**src/rtl/dip4_svc_mon_pkg.sv**
```systemverilog
// Package: shared types and helpers for the control-word parity service monitor.
// Assumes thresholds are unsigned; zero is mapped to one by thr_eff.
package dip4_svc_mon_pkg;

    typedef enum logic {
        SVC_UP   = 1'b0,
        SVC_DOWN = 1'b1
    } svc_state_e;

    // Width needed to hold a count from 0 to n inclusive.
    function automatic int cnt_width(input int n);
        return $clog2(n + 1);
    endfunction

endpackage

```
**src/rtl/dip4_lane_tally.sv**
```systemverilog
// Module: counts passing and failing control words across all lanes of one cycle.
// Assumes a lane counts only when both valid and control marker are high.
module dip4_lane_tally #(
    parameter int LANES = 4,
    parameter int NW    = dip4_svc_mon_pkg::cnt_width(LANES)
) (
    input  logic [LANES-1:0] lane_vld,
    input  logic [LANES-1:0] lane_ctl,
    input  logic [LANES-1:0] lane_ok,
    output logic [NW-1:0]    n_good,
    output logic [NW-1:0]    n_bad
);

    logic [LANES-1:0] good_l;
    logic [LANES-1:0] bad_l;

    // Per-lane classification of the word into passing or failing control word.
    for (genvar i = 0; i < LANES; i++) begin : g_lane
        assign good_l[i] = lane_vld[i] & lane_ctl[i] &  lane_ok[i];
        assign bad_l[i]  = lane_vld[i] & lane_ctl[i] & ~lane_ok[i];
    end

    // Population count of both classes over the lanes.
    always_comb begin
        n_good = '0;
        n_bad  = '0;
        for (int i = 0; i < LANES; i++) begin
            n_good = n_good + NW'(good_l[i]);
            n_bad  = n_bad  + NW'(bad_l[i]);
        end
    end

endmodule

```
**src/rtl/dip4_run_counter.sv**
```systemverilog
// Module: consecutive-event counter with threshold detection.
// Counts while active, clears on clear or when inactive, and flags hit when the
// running sum reaches the effective threshold (zero threshold acts as one).
// Assumes IW < CW + 1 so the increment fits the sum width.
module dip4_run_counter #(
    parameter int CW = 8,
    parameter int IW = 3
) (
    input  logic          clk,
    input  logic          rst_n,
    input  logic          active,
    input  logic          clear,
    input  logic [IW-1:0] inc,
    input  logic [CW-1:0] thresh,
    output logic          hit,
    output logic [CW-1:0] cnt
);

    localparam int SW = CW + 1;

    logic [CW-1:0] thr_eff;
    logic [SW-1:0] sum;

    // Effective threshold and running sum for this cycle.
    always_comb begin
        thr_eff = (thresh == '0) ? CW'(1) : thresh;
        sum     = {1'b0, cnt} + {{(SW-IW){1'b0}}, inc};
        hit     = active && !clear && (inc != '0) && (sum >= {1'b0, thr_eff});
    end

    // Counter register: restart on inactivity, clear or threshold hit.
    always_ff @(posedge clk) begin
        if (!rst_n) begin
            cnt <= '0;
        end else if (!active || clear || hit) begin
            cnt <= '0;
        end else begin
            cnt <= sum[CW-1:0];
        end
    end

endmodule

```
**src/rtl/dip4_svc_mon.sv**
```systemverilog
// Module: link service monitor driven by per-lane control-word parity results.
// A bad-run counter works while in service and a good-run counter while out of
// service; either reaching its threshold flips the service state. The state
// resets to out of service. Assumes thresholds change only during reset.
module dip4_svc_mon #(
    parameter int LANES = 4,
    parameter int CW    = 8
) (
    input  logic             clk,
    input  logic             rst_n,
    input  logic [LANES-1:0] lane_vld,
    input  logic [LANES-1:0] lane_ctl,
    input  logic [LANES-1:0] lane_ok,
    input  logic [CW-1:0]    bad_thresh,
    input  logic [CW-1:0]    good_thresh,
    output logic             oos,
    output logic             send_framing
);

    import dip4_svc_mon_pkg::*;

    localparam int NW = cnt_width(LANES);

    svc_state_e    state_q;
    logic [NW-1:0] n_good;
    logic [NW-1:0] n_bad;
    logic          bad_hit;
    logic          good_hit;
    logic [CW-1:0] bad_cnt;
    logic [CW-1:0] good_cnt;

    dip4_lane_tally #(.LANES(LANES), .NW(NW)) u_tally (
        .lane_vld (lane_vld),
        .lane_ctl (lane_ctl),
        .lane_ok  (lane_ok),
        .n_good   (n_good),
        .n_bad    (n_bad)
    );

    // Bad run: counts in service, any passing word in the cycle clears it.
    dip4_run_counter #(.CW(CW), .IW(NW)) u_bad_run (
        .clk    (clk),
        .rst_n  (rst_n),
        .active (state_q == SVC_UP),
        .clear  (n_good != '0),
        .inc    (n_bad),
        .thresh (bad_thresh),
        .hit    (bad_hit),
        .cnt    (bad_cnt)
    );

    // Good run: counts out of service, any failing word in the cycle clears it.
    dip4_run_counter #(.CW(CW), .IW(NW)) u_good_run (
        .clk    (clk),
        .rst_n  (rst_n),
        .active (state_q == SVC_DOWN),
        .clear  (n_bad != '0),
        .inc    (n_good),
        .thresh (good_thresh),
        .hit    (good_hit),
        .cnt    (good_cnt)
    );

    // Service state register: resets out of service, flips on threshold hits.
    always_ff @(posedge clk) begin
        if (!rst_n) begin
            state_q <= SVC_DOWN;
        end else if (bad_hit) begin
            state_q <= SVC_DOWN;
        end else if (good_hit) begin
            state_q <= SVC_UP;
        end
    end

    // Output flags: framing request follows the out-of-service state.
    always_comb begin
        oos          = (state_q == SVC_DOWN);
        send_framing = oos;
    end

endmodule

```
**config.mk**
```make
export PLATFORM = sky130hd
export DESIGN_NAME = dip4_svc_mon
export DESIGN_NICKNAME = d
export VERILOG_FILES = /design/src/rtl/dip4_svc_mon_pkg.sv /design/src/rtl/dip4_lane_tally.sv /design/src/rtl/dip4_run_counter.sv /design/src/rtl/dip4_svc_mon.sv
export SDC_FILE = /design/constraint.sdc
export NUM_CORES = 1
export LEC_CHECK = 0
export BUFFER_PORTS_ARGS = -buffer_cell sky130_fd_sc_hd__buf_2
export CAP_MARGIN = 5
export CORE_MARGIN = 8
export CORE_UTILIZATION = 50
export DETAILED_ROUTE_END_ITERATION = 10
export PLACE_DENSITY = 0.75
export REMOVE_ABC_BUFFERS = 1
export SYNTH_ARGS = -nofsm -noshare
export SYNTH_HDL_FRONTEND = slang
export SYNTH_HIERARCHICAL = 1
export SYNTH_SLANG_ARGS = --single-unit
```
**constraint.sdc**
```tcl
create_clock -name clk -period 3.6 [get_ports clk]
set_clock_uncertainty 0.05 [all_clocks]
set_input_delay 0.18 -clock clk [delete_from_list [all_inputs] [get_ports clk]]
set_output_delay 0.18 -clock clk [all_outputs]
set_load 0.05 [all_outputs]
```
==> summary.txt <==
Drt
  – DR WL/cell: ~13 um
  – Vias: about 1,500
  – Final wirelength: 4010 um
  – Remaining antenna violation count: 0
  – Drt drc: 0
  – DRT iter0 DRCs: 59
  – Via density: 5.14
  – Drt pass-1 iters: 4

Yosys
  – Syn Inst Count: between 150 and 200
  – EDFF count, synth: 0
  – Synth area leader: dfxtp_1
  – Post-synth top flop: dfxtp_1
  – Area contributors post-synth: dfxtp_1, ha_1, inv_1
  – Synth cell types: 34
  – Seq cells post-synth: 17
  – Most numerous cell in the Yosys netlist: inv_1
  – Ys Warns: 6
  – Top cells by count, synth: inv_1, ha_1, nand2_1
  – Avg Cell Area, Syn: 8.63 um2
  – Synthesized cell area: 1610 um2
  – Post-synth top area share: 21.1%
  – Ys async rst share: 0%
  – Post-synthesis sequential area ratio: 21.1%

Setup path
  – Crit-path max cell delay: 0.52 ns
  – Worst Path Arrival: 3.76 ns
  – Worst setup SP type: primary input
  – Worst EP required: 3.73 ns
  – Crit end category: register
  – Max stage delay cell, worst path: fa_1
  – CP delay by family, top: adder cells
  – Crit-path cells: buf_2 -> and3b_1 -> fa_1 -> ha_4 -> ha_4 -> inv_1 -> fa_2 -> and2b_2 -> o21ai_1 -> xnor2_1 -> ha_1 -> a21oi_2 -> nor2_1 -> a2111oi_4 -> buf_4 -> a31oi_4 -> inv_1 -> o211ai_1
  – Worst Path Buf+Inv: 4
  – Critical path type: in -> reg
  – Critical Path Fanout Max: 5

Outcome
  – Status: finished with violations
  – Failing checks: setup timing

GRT
  – Largest net degree at the start of global routing: 11
  – Vias in the first global route: 1,511
  – Gr usage total: 15.2%
  – Gr busiest metal: met2
  – Initial antenna violation count: 0
  – Met3 usage: 3.43%
  – Gr ovfl total: 0
  – First-pass GRT wire length: 6530 um
  – Met2 GRT Util: 25.3%
  – Grt met1 use: 19.2%

Hold path
  – Worst hold path type: in -> reg

Timing
  – Hold Vio Cnt, Final: 0
  – WHS: ~0.064 ns
  – Setup TNS: -0.0323 ns
  – Slew Limit Fails: 0
  – Final Cycle Share: 101%
  – Fmax: between 200 and 300 MHz
  – Least-Margin Pin Slew: 0.402 ns
  – Final WS setup: -0.0237 ns
  – Setup violators final: 2
  – Max-slew headroom: 73.2%
  – Final min period: 3.62 ns

Power
  – Logic pwr share: 28.4%
  – Flop pwr share: a little under half
  – Switch Pwr: roughly 120 uW
  – Leak pwr: 1.16 nW
  – Clock power share: between 20% and 30%
  – PwrDens: 181 nW/um2
  – Int Power: between 200 and 300 uW
  – Peak VDD IR: slightly above 0.3 mV
  – Sw frac: 28.7%

Finish
  – Multi-input logic area: 1300 um2
  – Antenna cell count: 0
  – Share of cells above drive strength 1: 38.3%
  – Final nets: 317
  – FF+latch area: 340 um2
  – Area overhead of the layout relative to synthesis: 39.2%
  – Filler instances: 242
  – Final core utilization: 73.6%

Placement
  – Placer Congestion: roughly 0.84
  – Dpl hpwl: 3020 um
  – # port buffers: 31

Die
  – Row cnt: 20
  – Starting Density: approximately 53%
  – Height of the die: 72.8 um
  – Placeable Area: ~3100 um2
  – Io pins: 32
  – Horiz. Die Dim: 72.8 um
  – Die Area: 5300 um2

Clock tree
  – Clock buffer depth: 2
  – Clock sink count: 17
  – Clock Root Buffer: clkbuf_4
  – Worst-skew pair later-pin latency: 0.29 ns
  – CTS Buf Count: 3
  – H-tree lvl count: 1
  – CTS tree: built
  – Reg clk slew, reported paths: 0.10 ns
  – Cts hold-fix bufs: 0

Run
  – Max-cap violations: 0
[worst register-to-register path, cell delays in order, from the launching register on]
cell and delay, ns:
dfxtp_1 0.37, ha_4 0.15, inv_2 0.04, fa_2 0.39
and2b_1 0.26, o2111ai_2 0.14, xnor2_1 0.24, ha_1 0.31
buf_6 0.14, a2111oi_4 0.46, a31oi_4 0.19, o211ai_1 0.20
[routing by layer]
| metal | routed length, um | part of all wire [%] | up-vias |
|---|---|---|---|
| met5 | 0 | 0 | - |
| met3 | 186 | 4.6 | 6 |
| met2 | 1910 | 48 | 29 |
| met4 | 43 | 1.1 | 0 |
| li1 | - | - | 787 |
| met1 | 1870 | 47 | 721 |
[per-stage QoR]
step / power (mW) / worst slack (ns) / std cells / instance area [um2]
3_3_place_gp: 0.294 / -0.397 / 285 / 2000
6_report: 0.407 / -0.0237 / 300 / 2250
4_1_cts: 0.399 / -0.00210 / 292 / 2090
2_1_floorplan: 0.255 / -0.0989 / 184 / 1600
5_1_grt: 0.442 / -0.125 / 300 / 2250
3_5_place_dp: 0.296 / -0.445 / 285 / 2000
[power groups by stage]
stage               sequential, mW  combinational [mW]  clock (mW)
global route                 0.193               0.134       0.116
detailed placement           0.196               0.100           0
finish                       0.192               0.116      0.0994
floorplan                    0.196              0.0596           0
global placement             0.196              0.0981           0
CTS                          0.191               0.103       0.104
[path summary, 6_finish.rpt]
| path | startpoint | slack [ns] | end | cells past startpoint |
|---|---|---|---|---|
| worst max-delay path | lane_vld[3] | -0.02 | oos$_SDFFE_PP1P_ | 18 |
| worst min-delay path | rst_n | 0.06 | oos$_SDFFE_PP1P_ | 2 |
| worst max register to register | u_good_run/cnt[0]$_SDFF_PP0_ | 0.60 | oos$_SDFFE_PP1P_ | 11 |
| worst min register to register | oos$_SDFFE_PP1P_ | 0.48 | oos$_SDFFE_PP1P_ | 2 |
[layout make-up]
class,count,area share [%]
multi-input combinational,141,57.7
clock inverter,1,0.223
timing repair buffer,66,18.8
sequential,17,15.1
clock buffer,3,1.00
tap,44,2.45
inverter,28,4.68
[registers in the layout (all words and copies together), names as in the netlist]
register        flops
oos                 1
u_bad_run/cnt       8
u_good_run/cnt      8
[cells by family (layout without fill, tap and decap cells)]
kind of cell	Yosys count	after routing	synth area share, %
compound gates	31	33	18.8
buf+inv	31	98	7.44
flops	17	17	21.1
simple gates	66	66	21.0
xor+xnor	12	12	6.51
fa+ha+maj	30	30	25.1
[repair_timing]
action | 4_1_cts | 5_1_grt
pin swaps | 6 | 19
gates cloned | 1 | 1
gates resized for setup | 5 | 18
endpoints found under the setup margin | 11 | 17
buffers inserted | 2 | 7
[layout by cell type (no fill, tap or decap), drive strengths merged, types with 5 or more instances in the layout]
master / Yosys / routed
buf: 3 / 66
inv: 28 / 28
ha: 26 / 26
nand2: 18 / 18
dfxtp: 17 / 17
nor2: 16 / 16
xnor2: 8 / 8
a21oi: 6 / 6
nand3: 5 / 5
Note: power is estimated with default switching activity, not from simulation.
